### src/rtl/wdog_pkg.sv
package wdog_pkg;
  typedef enum logic {
    CLR_SINGLE = 1'b0,
    CLR_PAIR   = 1'b1
  } clr_mode_e;

  typedef struct packed {
    logic a_seen;
    logic b_seen;
  } pair_state_t;
endpackage

### src/rtl/wdog_prescaler.sv
module wdog_prescaler #(
  parameter int PRE_W = 6
) (
  input  logic             clk_i,
  input  logic             rst_ni,
  input  logic             adv_i,
  output logic [PRE_W-1:0] cnt_o,
  output logic             carry_o
);
  localparam logic [PRE_W-1:0] PRE_MAX = '1;

  logic [PRE_W-1:0] cnt_q;

  always_ff @(posedge clk_i or negedge rst_ni) begin
    if (!rst_ni)    cnt_q <= '0;
    else if (adv_i) cnt_q <= cnt_q + 1'b1;  // wraps to zero
  end

  assign cnt_o   = cnt_q;
  assign carry_o = adv_i && (cnt_q == PRE_MAX);
endmodule

### src/rtl/wdog_final_stage.sv
module wdog_final_stage (
  input  logic clk_i,
  input  logic rst_ni,
  input  logic carry_i,
  input  logic clr_i,
  output logic stage_o,
  output logic ovf_o
);
  logic stage_q;

  always_ff @(posedge clk_i or negedge rst_ni) begin
    if (!rst_ni)      stage_q <= 1'b0;
    else if (clr_i)   stage_q <= 1'b0;      // clear beats overflow
    else if (carry_i) stage_q <= ~stage_q;  // 1 -> 0 restarts the chain
  end

  assign stage_o = stage_q;
  assign ovf_o   = carry_i && stage_q && !clr_i;
endmodule

### src/rtl/wdog_clear_ctrl.sv
module wdog_clear_ctrl
  import wdog_pkg::*;
(
  input  logic      clk_i,
  input  logic      rst_ni,
  input  logic      en_i,
  input  clr_mode_e mode_i,
  input  logic      clr_i,
  input  logic      clr_a_i,
  input  logic      clr_b_i,
  input  logic      halt_i,
  output logic      clr_o
);
  pair_state_t pend_q, pend_d;
  logic hit_a, hit_b, pair_done, single_done, halt_clr;

  assign hit_a       = en_i && (mode_i == CLR_PAIR) && clr_a_i;
  assign hit_b       = en_i && (mode_i == CLR_PAIR) && clr_b_i;
  assign pair_done   = (hit_a && (pend_q.b_seen || hit_b)) || (hit_b && pend_q.a_seen);
  assign single_done = en_i && (mode_i == CLR_SINGLE) && clr_i;
  assign halt_clr    = en_i && halt_i;

  always_comb begin
    pend_d = pend_q;
    if (pair_done || halt_clr) begin
      pend_d = '0;
    end else begin
      if (hit_a) pend_d.a_seen = 1'b1;
      if (hit_b) pend_d.b_seen = 1'b1;
    end
  end

  always_ff @(posedge clk_i or negedge rst_ni) begin
    if (!rst_ni) pend_q <= '0;
    else         pend_q <= pend_d;
  end

  assign clr_o = single_done || pair_done || halt_clr;
endmodule

### src/rtl/wdog_pair_clr.sv
module wdog_pair_clr
  import wdog_pkg::*;
#(
  parameter int PRE_W = 6
) (
  input  logic clk_i,
  input  logic rst_ni,
  input  logic tick_i,
  input  logic en_i,
  input  logic mode_pair_i,
  input  logic clr_i,
  input  logic clr_a_i,
  input  logic clr_b_i,
  input  logic halt_i,
  input  logic pdown_i,
  output logic dev_rst_o,
  output logic pc_rst_o,
  output logic timeout_o
);
  logic             adv, carry, wd_clr, stage, ovf;
  logic [PRE_W-1:0] pre_cnt;
  clr_mode_e        mode;

  assign adv  = en_i && tick_i;
  assign mode = mode_pair_i ? CLR_PAIR : CLR_SINGLE;

  wdog_prescaler #(.PRE_W(PRE_W)) u_pre (
    .clk_i   (clk_i),
    .rst_ni  (rst_ni),
    .adv_i   (adv),
    .cnt_o   (pre_cnt),
    .carry_o (carry)
  );

  wdog_clear_ctrl u_clr (
    .clk_i   (clk_i),
    .rst_ni  (rst_ni),
    .en_i    (en_i),
    .mode_i  (mode),
    .clr_i   (clr_i),
    .clr_a_i (clr_a_i),
    .clr_b_i (clr_b_i),
    .halt_i  (halt_i),
    .clr_o   (wd_clr)
  );

  wdog_final_stage u_fin (
    .clk_i   (clk_i),
    .rst_ni  (rst_ni),
    .carry_i (carry),
    .clr_i   (wd_clr),
    .stage_o (stage),
    .ovf_o   (ovf)
  );

  logic unused_pre;
  assign unused_pre = ^{pre_cnt, stage};

  always_ff @(posedge clk_i or negedge rst_ni) begin
    if (!rst_ni) begin
      dev_rst_o <= 1'b0;
      pc_rst_o  <= 1'b0;
      timeout_o <= 1'b0;
    end else begin
      dev_rst_o <= ovf && !pdown_i;
      pc_rst_o  <= ovf && pdown_i;
      if (ovf) timeout_o <= 1'b1;
    end
  end
endmodule

### config.mk
export PLATFORM = sky130hd
export DESIGN_NAME = wdog_pair_clr
export DESIGN_NICKNAME = d
export VERILOG_FILES = /design/src/rtl/wdog_pkg.sv /design/src/rtl/wdog_prescaler.sv /design/src/rtl/wdog_final_stage.sv /design/src/rtl/wdog_clear_ctrl.sv /design/src/rtl/wdog_pair_clr.sv
export SDC_FILE = /design/constraint.sdc
export NUM_CORES = 1
export LEC_CHECK = 0
export ABC_AREA = 1
export BUFFER_PORTS_ARGS = -buffer_cell sky130_fd_sc_hd__buf_4
export CAP_MARGIN = 20
export CORE_UTILIZATION = 45
export DETAILED_ROUTE_END_ITERATION = 8
export PLACE_DENSITY_LB_ADDON = 0.3
export SLEW_MARGIN = 20
export SYNTH_ARGS = -nofsm -noshare
export SYNTH_HDL_FRONTEND = slang
export SYNTH_SLANG_ARGS = --single-unit
### constraint.sdc
create_clock -name clk_i -period 1.2 [get_ports clk_i]
set_clock_uncertainty 0.2 [all_clocks]
set_input_delay 0.12 -clock clk_i [delete_from_list [all_inputs] [get_ports clk_i]]
set_output_delay 0.12 -clock clk_i [all_outputs]
set_load 0.05 [all_outputs]
**Yosys cells after proc, flatten, opt, wreduce, memory -nomap -nowiden**

Cells that the tools add are included.

- Flip-flop bits (word level): 12
- Input port bits: 10
- Output and inout port bits: 3
- Logic and storage cells: 41

- Add/sub/neg operators: 1
- Eq/ne operators: 1
- Multiplexer cells: 6
- Bitwise operators: 2
- Reductions and logical operators: 24

Operators with widths:

| kind | number |
|---|---|
| $logic_and A1 B1 Y1 | 14 |
| $add A6 B1 Y6 const B | 1 |
| $eq A6 B6 Y1 const B | 1 |
| $reduce_bool A2 Y1 | 3 |
| $logic_or A1 B1 Y1 | 5 |
| $mux W1 | 5 |
| $logic_not A1 Y1 | 2 |
| $mux W2 | 1 |
| $not A1 Y1 | 2 |

**Longest topological paths before layout**

- Word-level depth: 11
- Depth in mapped cells: 7
- Depth with buffers taken out: 7

**By module**

Synthesis repeated with hierarchy kept, for this count alone.

- Cell total of the unflattened synthesis: 73
- Area, all modules: 584.3 µm²

By module, submodules not included:

| module | instances | cells each | area each (µm²) | seq. area each (µm²) |
|---|---|---|---|---|
| wdog_prescaler | 1 | 33 | 289.0 | 150.1 |
| wdog_clear_ctrl | 1 | 22 | 137.6 | 50.0 |
| wdog_pair_clr | 1 | 11 | 107.6 | 75.1 |
| wdog_final_stage | 1 | 7 | 50.0 | 25.0 |

**Worst setup path before layout**

Ideal clock, no wire load.

- Kind: reg-to-reg
- Start: reg u_pre.cnt_q[1] (netlist: u_pre.cnt_o[1])
- End: reg dev_rst_o
- Library setup time: 72 ps
- Arrival: 990 ps
- Data required time: 928 ps
- Slack: -62 ps
- Stages on the path, launching flop included: 8
- Buffers on the path: 0
- Period minus slack after synthesis: 1262 ps
- Cells stage by stage: dfrtp_1 ha_1 inv_1 nor2_4 nand3_4 nor2_4 nand3_2 nor2_1

- Longest elaborated chain between the ends: 5

Ends and longest elaborated chain:

| item | line | text |
|---|---|---|
| start: declaration | wdog_prescaler.sv:12 | `logic [PRE_W-1:0] cnt_q;` |
| start signal: assignment | wdog_prescaler.sv:16 | `else if (adv_i) cnt_q <= cnt_q + 1'b1;` |
| $eq A6 B6 Y1 | wdog_prescaler.sv:20 | `assign carry_o = adv_i && (cnt_q == PRE_MAX);` |
| $logic_and A1 B1 Y1 | wdog_prescaler.sv:20 |  |
| $logic_and A1 B1 Y1 (2 in series) | wdog_final_stage.sv:18 | `assign ovf_o = carry_i && stage_q && !clr_i;` |
| $logic_and A1 B1 Y1 | wdog_pair_clr.sv:65 | `dev_rst_o <= ovf && !pdown_i;` |
| end signal: assignment | wdog_pair_clr.sv:65 |  |
| end: declaration | wdog_pair_clr.sv:16 | `output logic dev_rst_o,` |

No other way between the ends.
A chain may end at the register's enable or synchronous reset.

**Worst setup path in the final report**

Same ends and word-level chain as after synthesis.

==> impl_results.md <==
- Crit path max-delay family: simple AND/OR/NAND/NOR gates
- Max-slew violations: 0
- Hpwl dp: 861.1 um
- Ports: 13
- Critical path depth in cells: 7
- ANT cells: 0
- Reg2reg setup slack: -0.10 ns
- Failing checks: hold timing, setup timing
- Critical path fanouts, max: 3
- Largest net degree at the start of global routing: 13
- Synthesis warning total: 0
- Hold crit path type: in2reg
- Worst R2R Start: u_pre.cnt_o[1]
- Total GRT Usage: a little under a fifth
- Max-cap check violation count: 0
- PortBufs: 12
- Die area: 1497 um2
- Antenna Nets Post-Route: 0
- First-pass GRT wire length: 1842 um
- Seq. cell area: 300.3 um2
- Clk sinks: 12
- # fillers: 103
- CP cell instances: ha_1 > inv_2 > nor2_4 > nand3_4 > nor2_4 > nand3_4 > nor2_2
- Worst-path clk slew: 0.08 ns
- Via density: between 4 and 5
- Placed Area: 743.2 um2
- Seq/Total Area, Yosys: 49.59%
- P_leak: 0.4295 nW
- Number of remaining DRC errors: 0
- Number of nets in the layout: 100
- Reg-to-reg critical path endpoint: dev_rst_o
- Drt pass-1 iters: 3
- Initial core utilization: 51.71%
- Critical Path Sink Type: flop
- Post-Synthesis Cells: 64
- CTS root buffer: clkbuf_4
- Die Ht: 38.69 um
- Synth Register Bits: 12
- Slowest CP cell: dfrtp_1
- Syn nets: 75
- Max_slew headroom: 86.41%
- Slowest stage delay, CP: 0.36 ns
- H-Tree Depth: 1
- Finished Cell Area: 840.8 um2
- Total wire length: 1301 um
- Pwr Density: 1599 nW/um2
- WL per Instance: 12.75 um
- Area grow syn2layout: 38.84%
- Netlist cell types: 19
- Fin crit share: 108.6%
- Post-Syn Area: 605.6 um2
- Yosys top cell area share: approximately 50%
- Final setup fails: 6
- Synth area leaders: dfrtp_1 (50%), nand2_1 (8.7%), inv_1 (6.8%)
- Reg2Reg Depth: 7
- CTS tree: built
- Worst EP required: 1.21 ns
- Max clock buf depth: 2
- Worst-margin pin slew: around 0.20 ns
- Layout cells sized above 1: between 30 and 40%
- Core Area: 1171 um2
- Num rows: 12
- Status: complete, but fails checks
- Yosys top cell by area: dfrtp_1
- Clk_lat worst skew: 0.27 ns
- WP buf/inv: 1
- Max Clk Rate: about 0.77 GHz
- CTS Buf Count: 3
- CP Class: reg2reg
- Hold WS: -0.004824 ns
- CP endpoint: dev_rst_o
- RSZ-0062 raised after global routing: yes
- Grt ovf: 0
- Final Wtd Congestion: ~0.70
- Post-CTS setup buffers: 0
- Startpoint Class: flop
- Final Critical Period: 1.303 ns
- Hold Violations, Final: 1
- 1st-iter DRT viols: 10
- Vias in the first global route: 444
- Final worst setup slack: -0.1031 ns
- Aggregate negative setup slack: -0.4699 ns
- Crit path from: u_pre.cnt_o[1]
- Worst path arrival time: 1.31 ns
- Vias: 488
- Area occupied by multi-input gates: 280.3 um2
- Die Wd: 38.69 um
- Initial antenna violation count: 0
- Mean post-synth cell area: 9.462 um2
- Max IR drop VDD: 1353 uV
[flip-flops by register name, summed over array words and instances, names as in the netlist]
signal	count
dev_rst_o	1
pc_rst_o	1
u_fin.stage_o	1
u_pre.cnt_o	6
timeout_o	1
u_clr.pend_q	2
[worst register-to-register path: cells and delay by family (launching register included)]
family,cells,cell delay [ns]
buffers and inverters,1,0.05
adders and majority gates,1,0.16
and+or+nand+nor,5,0.47
DFF,1,0.36
[metrics by stage]
stage	hold WS, ns	power (mW)	utilization, %	std cells	setup slack (ns)
2_1_floorplan	-0.3756	0.8126	-	64	-0.02953
3_3_place_gp	-0.2346	0.9757	63.46	94	-0.05614
3_5_place_dp	-0.2333	1.001	63.46	94	-0.1070
4_1_cts	-0.04909	1.349	70.19	102	-0.1112
5_1_grt	0.02222	1.421	71.79	102	-0.1518
6_report	-0.004824	1.344	71.79	102	-0.1031
[how the worst min path moves through the flow]
stage	startpoint	endpoint	cells after the start
finish	halt_i	u_clr.pend_q[1]	4
floorplan	rst_ni	dev_rst_o	0
detailed placement	rst_ni	dev_rst_o	1
CTS	halt_i	u_clr.pend_q[1]	4
global route	tick_i	u_pre.cnt_o[1]	5
global placement	rst_ni	u_pre.cnt_o[2]	1
[kinds of logic (layout without fill, tap and decap cells)]
family	Yosys count	after routing	synth area share (%)
AO/OA/AOI/OAI	2	2	2.066
XOR/XNOR	4	4	5.786
flip-flops	12	12	49.59
buffers and inverters	12	36	7.644
adder cells (fa/ha/maj)	1	1	2.066
AND/OR/NAND/NOR	33	33	32.85
[layout make-up]
| cell class | instances | area share, % |
|---|---|---|
| repair buffers | 20 | 19.05 |
| well taps | 14 | 2.083 |
| inverters | 12 | 5.506 |
| clock buffers | 4 | 4.315 |
| multi-input cells | 40 | 33.33 |
| flip-flops and latches | 12 | 35.71 |
[cells in the final DEF, fill, tap and decap left out]
master,count
a21oi_2,1
clkbuf_8,1
inv_2,1
dfrtp_1,12
a211oi_1,1
nand3b_1,1
nor2_2,3
buf_4,16
nand3_1,5
nand4_1,2
nor2_1,1
xnor2_1,1
nand3_4,2
nor3_4,1
nand2_4,1
nor2_4,3
xor2_1,3
clkinv_2,1
dlygate4sd3_1,4
ha_1,1
nand2_1,14
inv_1,10
clkbuf_4,3
[repair_timing]
item | 4_1_cts | 5_1_grt
endpoints found under the hold margin | 18 | 0
setup endpoints to repair | 6 | 7
hold buffers | 4 | 0
resized for setup | 1 | 4
[per-layer routing]
metal  vias to the layer above  global-route usage [%]  routed length (um)
met5                         -                       0                   0
met4                         0                   10.34                  14
met3                         2                   5.202                  34
met2                         8                   33.33                 723
met1                       231                   20.51                 529
li1                        247                       -                   -
[power breakdown]
part           switching (mW)  leakage (nW)  internal, mW  total (mW)
registers              0.0591         0.147         0.504       0.563
logic                   0.247         0.262         0.204       0.452
clock network           0.145        0.0210         0.184       0.330
total                   0.452         0.429         0.892        1.34
[synthesized netlist by cell type]
cell type and instances:
a211oi_1 1, a21oi_1 1, clkinv_2 1, dfrtp_1 12
ha_1 1, inv_1 11, nand2_1 14, nand2_4 1
nand3_1 5, nand3_2 1, nand3_4 1, nand3b_1 1
nand4_1 2, nor2_1 3, nor2_2 2, nor2_4 2
nor3_4 1, xnor2_1 1, xor2_1 3
No activity file was read; power rests on OpenSTA's default activity.
